### src/rtl/brs_pkg.sv
package brs_pkg;

   // sequencer phase: reload, countdown, released
   typedef enum logic [1:0] {
      SEQ_LOAD  = 2'd0,
      SEQ_COUNT = 2'd1,
      SEQ_RUN   = 2'd2
   } seq_state_e;

   // preset of the form 0x0Fn
   function automatic int unsigned preset_of(input int unsigned nibble);
      return 32'h0F0 | (nibble & 32'hF);
   endfunction

endpackage

### src/rtl/brs_sync.sv
module brs_sync #(
   parameter int   STAGES  = 2,
   parameter logic RST_VAL = 1'b0
) (
   input  logic clk,
   input  logic arst,
   input  logic d,
   output logic q
);

   logic [STAGES:0] chain;

   assign chain[0] = d;

   for (genvar i = 0; i < STAGES; i++) begin : g_stage
      always_ff @(posedge clk or posedge arst) begin
         if (arst) chain[i+1] <= RST_VAL;
         else      chain[i+1] <= chain[i];
      end
   end

   assign q = chain[STAGES];

endmodule

### src/rtl/brs_pulse_qual.sv
module brs_pulse_qual #(
   parameter int MIN_LOW = 4
) (
   input  logic clk,
   input  logic arst,
   input  logic pin_s,
   output logic valid
);

   localparam int QW = (MIN_LOW < 1) ? 1 : $clog2(MIN_LOW + 1);
   localparam logic [QW-1:0] QMAX = QW'(MIN_LOW);

   logic [QW-1:0] low_cnt;

   always_ff @(posedge clk or posedge arst) begin
      if (arst)               low_cnt <= '0;
      else if (pin_s)         low_cnt <= '0;
      else if (low_cnt != QMAX) low_cnt <= low_cnt + 1'b1;
   end

   assign valid = (low_cnt == QMAX);

endmodule

### src/rtl/brs_idle_timer.sv
module brs_idle_timer #(
   parameter int TMR_W  = 16,
   parameter int PRESET = 240
) (
   input  logic             clk,
   input  logic             arst,
   input  logic             load,
   input  logic             en,
   input  logic             tick,
   output logic [TMR_W-1:0] count,
   output logic             underflow
);

   localparam logic [TMR_W-1:0] PRE = TMR_W'(PRESET);

   always_ff @(posedge clk or posedge arst) begin
      if (arst)             count <= PRE;
      else if (load)        count <= PRE;
      else if (en && tick)  count <= count - 1'b1;
   end

   assign underflow = en && tick && !load && (count == '0);

endmodule

### src/rtl/brownout_reset_seq.sv
module brownout_reset_seq #(
   parameter int TMR_W          = 16,
   parameter int PRESET_NIBBLE  = 0,
   parameter int MIN_LOW_CYCLES = 4,
   parameter int SYNC_STAGES    = 2
) (
   input  logic clk,
   input  logic supply_low,
   input  logic ext_rst_n,
   input  logic tick,
   output logic core_rst,
   output logic startup_done,
   output logic wd_inhibit
);
   import brs_pkg::*;

   localparam int PRESET_VAL = int'(preset_of(PRESET_NIBBLE));

   if (PRESET_NIBBLE < 0 || PRESET_NIBBLE > 15) begin : g_bad_nibble
      $error("PRESET_NIBBLE must be 0..15");
   end
   if (TMR_W < 8) begin : g_bad_width
      $error("TMR_W must hold the 0x0Fn preset");
   end
   if (MIN_LOW_CYCLES < 1) begin : g_bad_minlow
      $error("MIN_LOW_CYCLES must be at least 1");
   end
   if (SYNC_STAGES < 2) begin : g_bad_sync
      $error("SYNC_STAGES must be at least 2");
   end

   logic             bo_s;
   logic             ext_s;
   logic             ext_valid;
   logic             hold;
   logic             tmr_en;
   logic             tmr_uf;
   logic [TMR_W-1:0] tmr_cnt;
   seq_state_e       state;

   brs_sync #(.STAGES(SYNC_STAGES), .RST_VAL(1'b1)) u_bo_sync (
      .clk(clk), .arst(supply_low), .d(supply_low), .q(bo_s)
   );

   brs_sync #(.STAGES(SYNC_STAGES), .RST_VAL(1'b1)) u_ext_sync (
      .clk(clk), .arst(supply_low), .d(ext_rst_n), .q(ext_s)
   );

   brs_pulse_qual #(.MIN_LOW(MIN_LOW_CYCLES)) u_qual (
      .clk(clk), .arst(supply_low), .pin_s(ext_s), .valid(ext_valid)
   );

   assign hold   = bo_s | ext_valid;
   assign tmr_en = !hold && (state != SEQ_RUN);

   brs_idle_timer #(.TMR_W(TMR_W), .PRESET(PRESET_VAL)) u_timer (
      .clk(clk), .arst(supply_low), .load(hold), .en(tmr_en),
      .tick(tick), .count(tmr_cnt), .underflow(tmr_uf)
   );

   always_ff @(posedge clk or posedge supply_low) begin
      if (supply_low)              state <= SEQ_LOAD;
      else if (hold)               state <= SEQ_LOAD;
      else if (tmr_uf)             state <= SEQ_RUN;
      else if (state == SEQ_LOAD)  state <= SEQ_COUNT;
   end

   assign core_rst     = (state != SEQ_RUN);
   assign startup_done = (state == SEQ_RUN);
   assign wd_inhibit   = core_rst;

endmodule

### config.mk
export PLATFORM = sky130hd
export DESIGN_NAME = brownout_reset_seq
export DESIGN_NICKNAME = d
export VERILOG_FILES = /design/src/rtl/brs_pkg.sv /design/src/rtl/brs_sync.sv /design/src/rtl/brs_pulse_qual.sv /design/src/rtl/brs_idle_timer.sv /design/src/rtl/brownout_reset_seq.sv
export SDC_FILE = /design/constraint.sdc
export NUM_CORES = 1
export LEC_CHECK = 0
export BUFFER_PORTS_ARGS = -buffer_cell sky130_fd_sc_hd__buf_2
export CORE_MARGIN = 3
export CORE_UTILIZATION = 52
export DETAILED_ROUTE_END_ITERATION = 7
export PLACE_DENSITY = 0.68
export REMOVE_ABC_BUFFERS = 1
export SLEW_MARGIN = 20
export SYNTH_ARGS = -nofsm -noshare
export SYNTH_HDL_FRONTEND = slang
export SYNTH_SLANG_ARGS = --single-unit
### constraint.sdc
create_clock -name clk -period 1.9 [get_ports clk]
set_input_delay 0.095 -clock clk [delete_from_list [all_inputs] [get_ports clk]]
set_output_delay 0.095 -clock clk [all_outputs]
set_load 0.1 [all_outputs]
After elaboration in Yosys (flattened, before gate mapping)
Index checks and enable logic that the tools add are counted.
{"block": "word_totals", "regBits": 25, "latch_bits": 0, "ram_bits": 0, "romBits": 0, "out_inout_bits": 3, "elab_cells": 31, "n_memories": 0}
{"block": "op_classes", "add_sub_neg": 2, "mul": 0, "div_mod_pow": 0, "magnitude_cmp": 0, "eq_ne": 4, "shifts": 0, "mux": 7, "bitwise": 1, "reduce_logical": 10}
{"cell": "16-bit two-way mux", "n": 2}
{"cell": "16-bit zero test", "n": 1}
{"cell": "16-bit by 1-bit subtractor with 16-bit output (second input constant)", "n": 1}
{"cell": "2-bit two-way mux", "n": 3}
{"cell": "3-bit two-way mux", "n": 2}
{"cell": "1-bit logical AND", "n": 4}
{"cell": "2-bit nonzero test", "n": 2}
{"cell": "3-bit by 1-bit adder with 3-bit output (second input constant)", "n": 1}
{"cell": "3-bit equality test (second input constant)", "n": 1}
{"cell": "3-bit != test (second input constant)", "n": 1}
{"cell": "3-bit nonzero test", "n": 1}
{"cell": "2-bit equality test (second input constant)", "n": 1}
{"cell": "2-bit zero test", "n": 1}
{"cell": "2-bit != test (second input constant)", "n": 1}
{"cell": "1-bit zero test", "n": 1}
{"cell": "1-bit OR", "n": 1}

Logic depth before layout (Yosys ltp)
{"block": "logic_depth", "word_depth": 9, "mapped_depth": 6}

Modules after synthesis
Synthesis repeated with hierarchy kept, for this count alone.
{"block": "hier_totals", "hier_cells": 116, "area_unflattened_um2": 1211.2}
{"mod": "brs_idle_timer", "instances": 1, "cells_each": 81, "area_per_inst_um2": 815.8, "seq_area_each_um2": 405.4}
{"mod": "brs_pulse_qual", "instances": 1, "cells_each": 18, "area_per_inst_um2": 180.2, "seq_area_each_um2": 75.1}
{"mod": "brs_sync", "instances": 2, "cells_each": 3, "area_per_inst_um2": 56.3, "seq_area_each_um2": 52.6}
{"mod": "brownout_reset_seq", "instances": 1, "cells_each": 11, "area_per_inst_um2": 102.6, "seq_area_each_um2": 50.0}

Least setup slack after synthesis
Ideal clock, no wire load.
{"block": "synth_timing", "kind": "flip-flop to output port", "startpoint": "reg state[1]", "endpoint": "out startup_done", "arrival_time_ps": 2300, "path_slack_ps": -495, "path_stages_with_launch": 4, "n_path_buf": 1, "path_cell_list": "dfrtp_1 > nand2b_1 > clkbuf_1 > inv_1"}
{"block": "synth_between", "elab_chain_len": 1}
{"item": "start: declaration", "line": "brownout_reset_seq.sv:39", "source": "seq_state_e state;"}
{"item": "start signal: assignment", "line": "brownout_reset_seq.sv:62", "source": "if (supply_low) state <= SEQ_LOAD;"}
{"item": "start signal: assignment", "line": "brownout_reset_seq.sv:63", "source": "else if (hold) state <= SEQ_LOAD;"}
{"item": "start signal: assignment", "line": "brownout_reset_seq.sv:64", "source": "else if (tmr_uf) state <= SEQ_RUN;"}
{"item": "2-bit equality test", "line": "brownout_reset_seq.sv:69", "source": "assign startup_done = (state == SEQ_RUN);"}
{"item": "end: declaration", "line": "brownout_reset_seq.sv:12", "source": "output logic startup_done,"}
Every way passes these cells.

Worst setup path in the final report
{"block": "layout_timing", "startpoint": "reg u_timer.count[4]", "endpoint": "reg u_timer.count[13]"}
{"block": "layout_between", "elab_chain_len": 3}
{"item": "start: declaration", "line": "brs_idle_timer.sv:10", "source": "output logic [TMR_W-1:0] count,"}
{"item": "start signal: assignment", "line": "brs_idle_timer.sv:19", "source": "else if (en && tick) count <= count - 1'b1;"}
{"item": "16-bit by 1-bit subtractor with 16-bit output", "line": "brs_idle_timer.sv:19"}
{"item": "16-bit two-way mux", "line": "brs_idle_timer.sv:19"}
{"item": "16-bit two-way mux", "line": "brs_idle_timer.sv:18", "source": "else if (load) count <= PRE;"}
Every way passes these cells. The select of a mux whose other input is x is not followed.
A chain may end at the register's enable or synchronous reset.

==> flow_summary.ini <==
[outcome]
status = finished, violations left
violations = negative setup slack

[synth]
netlist_area_um2 = 1210
ys_seq_area_frac = 0.526
syn-instance-count = 119
synth_seq_cells = 25
yosys.area.top_type_share = 0.352
yosysTopAreaCell = dfrtp_1
yosysUniqueCellTypes = 33
synthTopCellsByArea = dfrtp_1, dfstp_2, a21oi_1
yosys_warnings = 0
syn-mean-instance-area_um2 = 10.1

[sta]
finalSetupViolations = 4
worst_slack_ns = -0.122
max_slew_margin = 0.680
clock.fmax_ghz = 0.495
worstMarginPinSlew_ns = 0.484
rsz0062_at_grt = yes
post-route-period-util = 1.06
fin_worst_skew_ns = 0.00347
finalHoldViolations = 0
drv_slew = 0
setup_tns_ns = -0.435
period_minus_slack_ns = 2.02

[worst_setup_path]
crit_top_cell = or4_4
cp-start-kind = flip-flop
cp-end-kind = flip-flop
slowest_stage = or4_4
path_max_fanout = 7
cp_cell_sequence = or4_4 > or3_4 > or4_4 > a21oi_2
max_stage_delay_ns = 0.52
critical_path_class = flip-flop to flip-flop
critPathRequiredTime_ns = 2.15
crit_arrival_ns = 2.27

[grt]
grt_max_degree = 26
grt_pass1_wl_um = 3850
grt_pass1_vias = 874
track_usage = 0.181
antenna_found_initial = 0
grt_overflow = 0

[layout]
nets = 147
n_antenna_cell = 0
fin_cells = 166
n_fill_cell = 178
drive_gt1_frac = 0.295
syn_to_final_growth_pct = 17.1

[power_and_ir_drop]
p_sw_mw = 0.273
ir_worst_vdd_mv = 0.572
swShare = 0.271
p_int_mw = 0.734
power_density_nw_per_um2 = 712
seqPwrFrac = 0.593
leakagePower_nw = 0.615
p_total_mw = 1.01
clockPowerShare = 0.227
p_comb_frac = 0.180

[place]
gp_congestion = 0.792
io_buffers = 6
place_ws_ns = -0.133
dp.cells = 159
detailed_place_hpwl_um = 1600

[clock_tree]
clk_pin_slew_worst_paths_ns = 0.13
cts_root_buffer = clkbuf_4
cts_buffers = 3
clock_path_buffers = 2
htree_levels = 1
cts_sinks = 25
cts_tree = done
worstSkewPairLatency_ns = 0.31

[min_path]
hold_class = primary input to flip-flop

[detailed_routing]
vias = 957
first_pass_iters = 4
ant_nets = 0
wl_per_cell_um = 13.6
wirelength_um = 2250
vias_per_cell = 5.77
drt_iter0_drc = 21
drc = 0

[die]
core_um2 = 2080
ios = 7
start_util = 0.580
dieArea_um2 = 2940
row_count = 16
die_h_um = 54.2
die_w_um = 54.2

[job]
maxCapViolations = 0
## repair_timing
action / CTS / global route
pin swaps: 0 / 1
endpoints found under the setup margin: 4 / 6
gates cloned: 0 / 0
hold buffers: 2 / 0
buffers inserted: 0 / 1
endpoints found under the hold margin: 19 / 0
resized for setup: 1 / 8
## placed cells by master (no fill, tap or decap), types with 4 or more instances in the layout
cell,netlist,layout
inv_1,7,7
dfrtp_1,17,17
o31ai_1,4,4
dfstp_2,8,8
o21ai_0,4,4
nand2_1,7,7
nand3_1,7,7
nor2_1,8,8
buf_2,1,6
buf_4,1,13
or3_1,6,4
nor3_1,5,5
a21oi_1,12,9
## critical path, delay by kind of cell, from the launching register on
kind / cells / cell delay (ns)
flops: 1 / 0.39
simple gates: 3 / 1.42
compound gates: 1 / 0.14
## sequential cells by signal (all words and copies together), names as in the netlist
| name | cells |
|---|---|
| state | 2 |
| u_bo_sync.chain | 1 |
| u_bo_sync.q | 1 |
| u_ext_sync.chain | 1 |
| u_ext_sync.q | 1 |
| u_qual.low_cnt | 3 |
| u_timer.count | 16 |
## metrics by stage
step | hold slack (ns) | area (µm²) | util
3_3_place_gp | 0.160 | 1320 | 0.634
2_1_floorplan | 0.0995 | 1170 | -
4_1_cts | 0.0745 | 1370 | 0.659
6_report | 0.0833 | 1410 | 0.679
3_5_place_dp | 0.177 | 1320 | 0.634
5_1_grt | 0.101 | 1410 | 0.679
## layout make-up
| class | count | area, µm² | area share |
|---|---|---|---|
| Sequential cell | 25 | 636 | 0.450 |
| Multi-Input combinational cell | 82 | 544 | 0.385 |
| Timing Repair Buffer | 21 | 148 | 0.104 |
| Inverter | 7 | 26.3 | 0.0186 |
| Tap cell | 27 | 33.8 | 0.0239 |
| Clock buffer | 4 | 26.3 | 0.0186 |
## cells in the mapped netlist
cell,number
a21oi_1,12
a311oi_1,1
a31oi_1,1
a41o_1,1
and3_1,3
buf_2,1
buf_4,1
buf_6,1
clkbuf_1,1
clkbuf_8,1
dfrtp_1,17
dfstp_2,8
ha_1,3
inv_1,7
nand2_1,7
nand2b_1,2
nand3_1,7
nand4_1,1
nand4b_1,1
nor2_1,8
nor3_1,5
nor3b_1,1
nor4_1,1
o21ai_0,4
o31ai_1,4
o41ai_1,2
or2_0,1
or3_1,6
or4_1,4
or4_2,1
or4_4,1
xnor2_1,3
xor2_1,2
## path summary, 6_finish.rpt
path / from / to / slack (ns) / depth (start not counted)
setup / recovery: u_timer.count[4] / u_timer.count[13] / -0.12 / 4
hold / removal: tick / u_timer.count[1] / 0.08 / 2
setup reg to reg: u_timer.count[4] / u_timer.count[13] / -0.12 / 4
hold reg to reg: u_ext_sync.chain[1] / u_ext_sync.q / 0.37 / 0
max in group asynchronous: supply_low / u_timer.count[6] / 1.23 / 4
min in group asynchronous: supply_low / state[1] / 0.38 / 4
## power by group through the flow
stage                     Clock (mW)  Combinational [mW]  Sequential [mW]
after CTS                      0.236               0.172            0.594
after detailed placement           0               0.168            0.604
after floorplan                    0               0.102            0.602
final                          0.229               0.181            0.597
after global routing           0.260               0.206            0.602
after global placement             0               0.162            0.600
## layer usage
metal	routed length, µm	track usage	vias to the layer above
met4	19	0.0498	0
met3	95	0.0249	2
met1	1100	0.250	456
met5	0	0	-
li1	-	-	473
met2	1040	0.297	26
## logic make-up (layout without fill, tap and decap cells)
kind of cell             count (synthesis)  count (layout)  share of synthesized area
XOR/XNOR                                 5               5                     0.0363
AO/OA/AOI/OAI                           25              25                      0.126
buffers and inverters                   12              32                     0.0560
adder cells (fa/ha/maj)                  3               3                     0.0311
AND/OR/NAND/NOR                         49              49                      0.224
flip-flops                              25              25                      0.526
Note: power is estimated with default switching activity, not from simulation.
